[src/rtl/oag_pkg.sv]
package oag_pkg;
   typedef enum logic [1:0] {
      ROT_0   = 2'd0,
      ROT_90  = 2'd1,
      ROT_180 = 2'd2,
      ROT_270 = 2'd3
   } rot_e;

   typedef struct packed {
      logic page_first;
      logic mirror_y;
      logic mirror_x;
   } orient_t;

   localparam int N_CMD = 6;
   localparam int IDX_W = $clog2(N_CMD);

   function automatic orient_t orient_of(rot_e r);
      orient_t o;
      unique case (r)
         ROT_90:  o = '{page_first: 1'b1, mirror_y: 1'b0, mirror_x: 1'b0};
         ROT_180: o = '{page_first: 1'b0, mirror_y: 1'b1, mirror_x: 1'b0};
         ROT_270: o = '{page_first: 1'b1, mirror_y: 1'b1, mirror_x: 1'b1};
         default: o = '{page_first: 1'b0, mirror_y: 1'b0, mirror_x: 1'b1};
      endcase
      return o;
   endfunction
endpackage

[src/rtl/oag_rot_decode.sv]
module oag_rot_decode
   import oag_pkg::*;
#(
   parameter int ROT_W = 3
) (
   input  logic [ROT_W-1:0] rot_code,
   output rot_e             rot
);
   generate
      if (ROT_W < 2) begin : g_bad_width
         $error("oag_rot_decode: ROT_W must be at least 2");
      end else if (ROT_W == 2) begin : g_direct
         assign rot = rot_e'(rot_code);
      end else begin : g_clamp
         logic upper_set;
         assign upper_set = |rot_code[ROT_W-1:2];
         assign rot       = upper_set ? ROT_0 : rot_e'(rot_code[1:0]);
      end
   endgenerate
endmodule

[src/rtl/oag_byte_mux.sv]
module oag_byte_mux
   import oag_pkg::*;
#(
   parameter int COORD_W = 8
) (
   input  rot_e             rot,
   input  logic [COORD_W-1:0] x,
   input  logic [COORD_W-1:0] y,
   input  logic [IDX_W-1:0]   idx,
   output logic [7:0]         byte_o
);
   localparam int PAD_W = 8 - COORD_W;

   generate
      if (COORD_W < 2 || COORD_W > 8) begin : g_bad_width
         $error("oag_byte_mux: COORD_W must lie in 2..8");
      end
   endgenerate

   orient_t            ori;
   logic [COORD_W-1:0] col_src;
   logic [COORD_W-1:0] row_src;
   logic [7:0]         col8;
   logic [7:0]         page8;

   assign ori     = orient_of(rot);
   assign col_src = ori.page_first ? y : x;
   assign row_src = ori.page_first ? x : y;

   generate
      if (PAD_W > 0) begin : g_pad
         assign col8  = {{PAD_W{1'b0}}, col_src};
         assign page8 = {{PAD_W{1'b0}}, row_src} >> 1;
      end else begin : g_full
         assign col8  = col_src;
         assign page8 = row_src >> 1;
      end
   endgenerate

   always_comb begin
      unique case (idx)
         IDX_W'(0): byte_o = {4'h8, 1'b1, 1'b0, ori.page_first, 1'b1};
         IDX_W'(1): byte_o = {4'hC, 1'b0, ori.mirror_y, ori.mirror_x, 1'b0};
         IDX_W'(2): byte_o = {4'h0, col8[3:0]};
         IDX_W'(3): byte_o = {4'h1, col8[7:4]};
         IDX_W'(4): byte_o = {4'h6, page8[3:0]};
         default:   byte_o = {4'h7, page8[7:4]};
      endcase
   end
endmodule

[src/rtl/oag_seq.sv]
module oag_seq
   import oag_pkg::*;
(
   input  logic             clk,
   input  logic             rst_n,
   input  logic             start,
   input  logic             ready,
   output logic             valid,
   output logic             load,
   output logic [IDX_W-1:0] idx
);
   logic last;

   assign load = start && !valid;
   assign last = (idx == IDX_W'(N_CMD - 1));

   always_ff @(posedge clk or negedge rst_n) begin
      if (!rst_n) begin
         valid <= 1'b0;
         idx   <= '0;
      end else if (load) begin
         valid <= 1'b1;
         idx   <= '0;
      end else if (valid && ready) begin
         if (last) begin
            valid <= 1'b0;
            idx   <= '0;
         end else begin
            idx <= idx + IDX_W'(1);
         end
      end
   end

   p_start_r2: assert property (@(posedge clk) disable iff (!rst_n)
      start && !valid |=> valid && idx == '0);

   p_hold_idx_r3: assert property (@(posedge clk) disable iff (!rst_n)
      valid && !ready |=> valid && $stable(idx));

   p_end_r10: assert property (@(posedge clk) disable iff (!rst_n)
      $fell(valid) |-> $past(ready) && $past(idx) == IDX_W'(N_CMD - 1));

   p_busy_start_r9: assert property (@(posedge clk) disable iff (!rst_n)
      valid && start && !ready |=> $stable(idx));
endmodule

[src/rtl/lcd_orient_addr_gen.sv]
module lcd_orient_addr_gen
   import oag_pkg::*;
#(
   parameter int ROT_W   = 3,
   parameter int COORD_W = 8
) (
   input  logic               clk,
   input  logic               rst_n,
   input  logic               start,
   input  logic [ROT_W-1:0]   rot_code,
   input  logic [COORD_W-1:0] win_x,
   input  logic [COORD_W-1:0] win_y,
   input  logic               cmd_ready,
   output logic               cmd_valid,
   output logic [7:0]         cmd_byte,
   output logic               cmd_dc
);
   rot_e               rot_in;
   rot_e               rot_q;
   logic [COORD_W-1:0] x_q;
   logic [COORD_W-1:0] y_q;
   logic               load;
   logic [IDX_W-1:0]   idx;

   oag_rot_decode #(.ROT_W(ROT_W)) u_dec (
      .rot_code (rot_code),
      .rot      (rot_in)
   );

   oag_seq u_seq (
      .clk   (clk),
      .rst_n (rst_n),
      .start (start),
      .ready (cmd_ready),
      .valid (cmd_valid),
      .load  (load),
      .idx   (idx)
   );

   always_ff @(posedge clk or negedge rst_n) begin
      if (!rst_n) begin
         rot_q <= ROT_0;
         x_q   <= '0;
         y_q   <= '0;
      end else if (load) begin
         rot_q <= rot_in;
         x_q   <= win_x;
         y_q   <= win_y;
      end
   end

   oag_byte_mux #(.COORD_W(COORD_W)) u_mux (
      .rot    (rot_q),
      .x      (x_q),
      .y      (y_q),
      .idx    (idx),
      .byte_o (cmd_byte)
   );

   assign cmd_dc = 1'b0;

   p_hold_byte_r3: assert property (@(posedge clk) disable iff (!rst_n)
      cmd_valid && !cmd_ready |=> cmd_valid && $stable(cmd_byte));

   p_ctrl_fixed_r4: assert property (@(posedge clk) disable iff (!rst_n)
      $rose(cmd_valid) |-> cmd_byte[7:3] == 5'b10001 && !cmd_byte[2] && cmd_byte[0]);

   p_capture_stable_r9: assert property (@(posedge clk) disable iff (!rst_n)
      cmd_valid && $past(cmd_valid) |-> $stable(x_q) && $stable(y_q));
endmodule

[config.mk]
export PLATFORM = sky130hd
export DESIGN_NAME = lcd_orient_addr_gen
export DESIGN_NICKNAME = d
export VERILOG_FILES = /design/src/rtl/oag_pkg.sv /design/src/rtl/oag_rot_decode.sv /design/src/rtl/oag_byte_mux.sv /design/src/rtl/oag_seq.sv /design/src/rtl/lcd_orient_addr_gen.sv
export SDC_FILE = /design/constraint.sdc
export NUM_CORES = 1
export LEC_CHECK = 0
export BUFFER_PORTS_ARGS = -buffer_cell sky130_fd_sc_hd__buf_4
export CAP_MARGIN = 25
export CELL_PAD_IN_SITES_DETAIL_PLACEMENT = 1
export CELL_PAD_IN_SITES_GLOBAL_PLACEMENT = 1
export CORE_UTILIZATION = 36
export CTS_CLUSTER_SIZE = 16
export DETAILED_ROUTE_END_ITERATION = 12
export PLACE_DENSITY_LB_ADDON = 0.1
export SYNTH_ARGS = -nofsm -noshare
export SYNTH_HDL_FRONTEND = slang
export SYNTH_SLANG_ARGS = --single-unit
[constraint.sdc]
create_clock -name clk -period 4.3 [get_ports clk]
set_input_delay 0 -clock clk [delete_from_list [all_inputs] [get_ports clk]]
set_output_delay 0 -clock clk [all_outputs]
set_load 0.01 [all_outputs]
# Word-level counts from Yosys, hierarchy flattened
# Cells that the tools add are included.
# totals
reg_bits	22
inputBits	23
out_inout_bits	10
elab_cells	32
# classes
addsub	1
eq_ne	8
muxes	11
reduce_logical	7
# ops
operator	count
$pmux 8 s5	1
$mux 8	2
$mux 3	3
$pmux 3 s3	1
$eq 3x2->1 const B	2
$eq 3x3->1 const B	2
$eq 2x2->1 const B	2
$reduce_bool 2->1	2
$add 3x1->3 const B	1
$eq 3x1->1 const B	1
$logic_not 3->1	1
$mux 1	3
$eq 2x1->1 const B	1
$logic_and 1x1->1	2
$mux 2	1
$reduce_and 2->1	1
$logic_not 1->1	1

# Logic depth before layout (Yosys ltp)
# logic_depth
word_depth	4
mapped_depth	7
depth_no_buf	6

# Cells and area by module
# A second synthesis with hierarchy kept.
# unflattened
hier_cells	119
hier_area_um2	1388.8
# modules_own_cells
module	n_inst	cells_each	area_each_um2	seq_area_each_um2
lcd_orient_addr_gen	1	40	733.2	450.4
oag_byte_mux	1	57	441.7	0.0
oag_seq	1	20	201.4	100.1
oag_rot_decode	1	2	12.5	0.0

# Worst setup path after synthesis
# Ideal clock, no wire load.
# synth_path
path_kind	register to output
startpoint	register rot_q[1]
endpoint	output port cmd_byte[2]
arrival_ns	1.707
required_time_ns	4.300
setup_slack_ns	2.593
path_stages_with_launch	8
path_buffers	1
path_cell_list	dfrtp_1 inv_1 ha_1 nor2_2 buf_4 mux2_1 a22oi_1 o221ai_1
# synth_via
elab_chain_cells	4
elab_cells_between_ends	7
classes_between	3 x eq/ne; 4 x mux
# synth_lines
item	line_no	rtl
start: declaration	lcd_orient_addr_gen.sv:19	rot_e rot_q;
start signal: assignment	lcd_orient_addr_gen.sv:46	rot_q <= rot_in;
$eq 2x2->1 / $eq 2x1->1 (equally long branches)	oag_pkg.sv:20	unique case (r)
$pmux 3 s3 *	oag_pkg.sv:20	
$mux 8, on equally long branches	oag_byte_mux.sv:28, oag_byte_mux.sv:27	
$pmux 8 s5 *	oag_byte_mux.sv:41	unique case (idx)
end: declaration	lcd_orient_addr_gen.sv:15	output logic [7:0] cmd_byte,
# Mark *: on every way between the ends. The rest lies on a longest branch, timed or not.

# Worst setup path in the final report
# layout_path
startpoint	register rot_q[1]
endpoint	output port cmd_byte[0]
# The elaborated chain is that of the path after synthesis.

==> results.sh <==
export IMPL_grt_antenna_before_repair=0
export IMPL_track_usage=0.179
export IMPL_layout_area_seq_sq_um=551
export IMPL_power_combinational_fraction=0.542
export IMPL_placementRows=21
export IMPL_hold_violations=0
export IMPL_detailedRoute_firstPassIterationCount=4
export IMPL_worst_skew_pair_late_latency_ps=260
export IMPL_area_taken_by_multi_input_logic_gates_sq_um=713
export IMPL_htree_levels=1
export IMPL_timing_fmax_mhz=405
export IMPL_postRouteWirelength_mm=3.21
export IMPL_post_synth_inst_count=125
export IMPL_drive_gt1_frac=0.343
export IMPL_chipWidth_um=63.2
export IMPL_tritoncts="built"
export IMPL_wl_per_cell_um=14.9
export IMPL_critical_path_top_delay_family="simple AND/OR/NAND/NOR gates"
export IMPL_ys_warnings_count=0
export IMPL_internal_power_uw=734
export IMPL_timing_setup_critical_path_class="reg -> out"
export IMPL_vdd_ir_drop_worst_mv=0.281
export IMPL_layout_min_cycle_time_ps=2470
export IMPL_syn_nets=153
export IMPL_clock_root_buffer="sky130_fd_sc_hd__clkbuf_8"
export IMPL_critical_path_cell_chain="inv_1, ha_1, nor2_2, mux2i_1, o221ai_2, mux2_4, buf_4"
export IMPL_die_area_sq_mm=0.00399
export IMPL_yosysUniqueCellTypes=40
export IMPL_drtIter0Drc=32
export IMPL_postSynth_topFlopCell="sky130_fd_sc_hd__dfrtp_1"
export IMPL_complex_gate_fraction_of_the_synthesized_area=0.139
export IMPL_setup_repair_after_global_routing_missed_its_margin="false"
export IMPL_nNetsFinal=199
export IMPL_cts_sinks=22
export IMPL_setup_viol_count_final=0
export IMPL_p_sw_frac=0.399
export IMPL_worst_ep_required_time_ps=4300
export IMPL_yosysSeqAreaShare=0.409
export IMPL_initial_core_util=0.389
export IMPL_synthXorXnorAreaFrac=0
export IMPL_route_vias_total=1140
export IMPL_fraction_of_the_mapped_netlist_area_in_adder_cells=0.0464
export IMPL_placement_cell_area_sq_mm=0.00159
export IMPL_type_of_origin_of_the_critical_path="register"
export IMPL_worstPathArrival_ps=2470
export IMPL_clk_path_buf_depth=2
export IMPL_worst_setup_path_end_kind="output port"
export IMPL_power_per_cell_area_mw_per_mm2=675
export IMPL_postSynth_asyncResetShare=1.00
export IMPL_layout_common_cells="sky130_fd_sc_hd__buf_4 (32), sky130_fd_sc_hd__dfrtp_1 (22), sky130_fd_sc_hd__dlygate4sd3_1 (18), sky130_fd_sc_hd__mux2_2 (17), sky130_fd_sc_hd__nor2_1 (10)"
export IMPL_cts_setup_buffers=0
export IMPL_critical_path_reg2reg_startpoint="u_seq.idx[2]"
export IMPL_pin_count_of_the_biggest_net_entering_global_routing=23
export IMPL_area_growth_synth_to_final_pct=34.4
export IMPL_io_pin_count=33
export IMPL_yosysTopAreaCellShare=0.409
export IMPL_postRouteAntennaNets=0
export IMPL_synth_largest_area_cell="sky130_fd_sc_hd__dfrtp_1"
export IMPL_slew_headroom=0.483
export IMPL_worst_setup_hold_path_clk_slew_ps=70
export IMPL_tns_ps=0
export IMPL_p_seq_frac=0.357
export IMPL_cp_slowest_stage_delay_ps=630
export IMPL_tightestPinTransition_ps=775
export IMPL_dp_hpwl_mm=2.33
export IMPL_final_common_cell="sky130_fd_sc_hd__buf_4"
export IMPL_numPortBuffers=31
export IMPL_final_cell_area_sq_mm=0.00181
export IMPL_worstHoldStart="rot_code[0]"
export IMPL_synth_edf_count=0
export IMPL_synth_mux_area_frac=0.222
export IMPL_synth_simple_gate_area_share=0.119
export IMPL_grt_overflow_total=0
export IMPL_crit_slowest_cell="sky130_fd_sc_hd__nor2_2"
export IMPL_floorplan_core_area_sq_mm=0.00347
export IMPL_antennaDiodeCount=0
export IMPL_timing_clock_skew_ps=1.27
export IMPL_crit_share_post_route=0.574
export IMPL_slew_violations=0
export IMPL_synth_seq_cells=22
export IMPL_hold_class="in -> reg"
export IMPL_path_buf_inv=2
export IMPL_syn_cell_area_sq_mm=0.00135
export IMPL_drc=0
export IMPL_syn_mean_instance_area_sq_um=10.8
export IMPL_number_of_fill_cells_in_the_layout=401
export IMPL_synth_area_top_cells="sky130_fd_sc_hd__dfrtp_1 (41%), sky130_fd_sc_hd__mux2_2 (14%), sky130_fd_sc_hd__mux2i_1 (5.2%)"
export IMPL_via_per_inst=5.30
export IMPL_p_clk_frac=0.101
export IMPL_cts_buffers=3
export IMPL_cellLeakagePower_uw=0.000821
export IMPL_synth_top_family_by_area="multiplexers"
export IMPL_worst_path_fanout_max=14
export IMPL_outcome="complete, no violations"
export IMPL_grt_pass1_wl_mm=5.53
export IMPL_number_of_global_route_vias_before_repair=1149
export IMPL_crit_path_start="rot_q[1]"
export IMPL_maxCapViolCount=0
export IMPL_floorplan_die_height_um=63.2
export IMPL_gpl_final_weighted_congestion=0.819
export IMPL_net_switching_power_uw=487
[final cells by class]
type | count | area share
Tap cell | 46 | 0.0318
Clock buffer | 3 | 0.0228
Sequential cell | 22 | 0.304
Inverter | 6 | 0.0152
Timing Repair Buffer | 50 | 0.232
Multi-Input combinational cell | 88 | 0.394
[cell usage after synthesis, types with 2 or more instances]
library cell               instances
sky130_fd_sc_hd__nor3b_1           2
sky130_fd_sc_hd__o221ai_1          2
sky130_fd_sc_hd__buf_2             3
sky130_fd_sc_hd__nand3_1           3
sky130_fd_sc_hd__clkbuf_4          2
sky130_fd_sc_hd__dfrtp_1          22
sky130_fd_sc_hd__nor2b_1           2
sky130_fd_sc_hd__mux2_1            2
sky130_fd_sc_hd__nand3b_1          2
sky130_fd_sc_hd__mux2i_1           7
sky130_fd_sc_hd__nor2_1           10
sky130_fd_sc_hd__o22ai_1           2
sky130_fd_sc_hd__nand2_1           4
sky130_fd_sc_hd__inv_1             5
sky130_fd_sc_hd__o21ai_0           4
sky130_fd_sc_hd__or3_1             2
sky130_fd_sc_hd__buf_4             3
sky130_fd_sc_hd__a21oi_1           6
sky130_fd_sc_hd__mux2_2           17
sky130_fd_sc_hd__ha_1              5
[worst min-delay path, cell delays in order]
cell	delay (ps)
sky130_fd_sc_hd__buf_4	80
sky130_fd_sc_hd__nand3b_1	70
sky130_fd_sc_hd__o21ai_0	80
[power groups by stage]
stage	combinational, uW	clock, uW	sequential, uW
final	662	123	436
after CTS	670	128	437
after floorplan	501	0	367
after global placement	633	0	436
after global routing	731	138	455
after detailed placement	655	0	441
[sequential cells by signal, indices dropped and copies added (netlist names)]
signal	flops
rot_q	2
y_q	8
u_seq.valid	1
u_seq.idx	3
x_q	8
[timing repair]
item / 4_1_cts / 5_1_grt
resized for setup: 0 / 0
endpoints found under the hold margin: 39 / 0
hold buffers: 18 / 0
endpoints found under the setup margin: 0 / 0
[per-stage QoR]
step,power (uW),util,std cells,worst slack (ps),hold slack (ps)
4_1_cts,1240,0.522,215,1820,6.11
5_1_grt,1320,0.522,215,1680,41.9
3_3_place_gp,1070,0.458,194,2240,-94.2
6_report,1220,0.522,215,1830,2.98
2_1_floorplan,868,-,125,2590,-296
3_5_place_dp,1100,0.458,194,2100,-90.1
[worst paths after layout]
check	endpoint	slack [ps]	cells past startpoint
min	rot_q[0]	3	3
min in group asynchronous	rot_q[1]	170	2
max in group asynchronous	y_q[1]	3900	2
min reg2reg	x_q[0]	520	1
max	cmd_byte[0]	1830	7
max reg2reg	u_seq.idx[2]	2750	4
[logic make-up (layout without fill, tap and decap cells)]
logic type	Yosys count	in the layout
and+or+nand+nor	30	30
AOI/OAI and AO/OA	25	25
muxes	27	27
DFF	22	22
adders and majority gates	5	5
other	1	1
buffers and inverters	15	59
[per-layer routing]
layer  routed length, um  up-vias  GRT usage  part of all wire
met5                   0        -          0                 0
met4                  51        0     0.0682             0.016
met3                  96        5     0.0181             0.030
met1                1420      568      0.238              0.44
li1                    -      544          -                 -
met2                1630       23      0.298              0.51
Note: power is estimated with default switching activity, not from simulation.
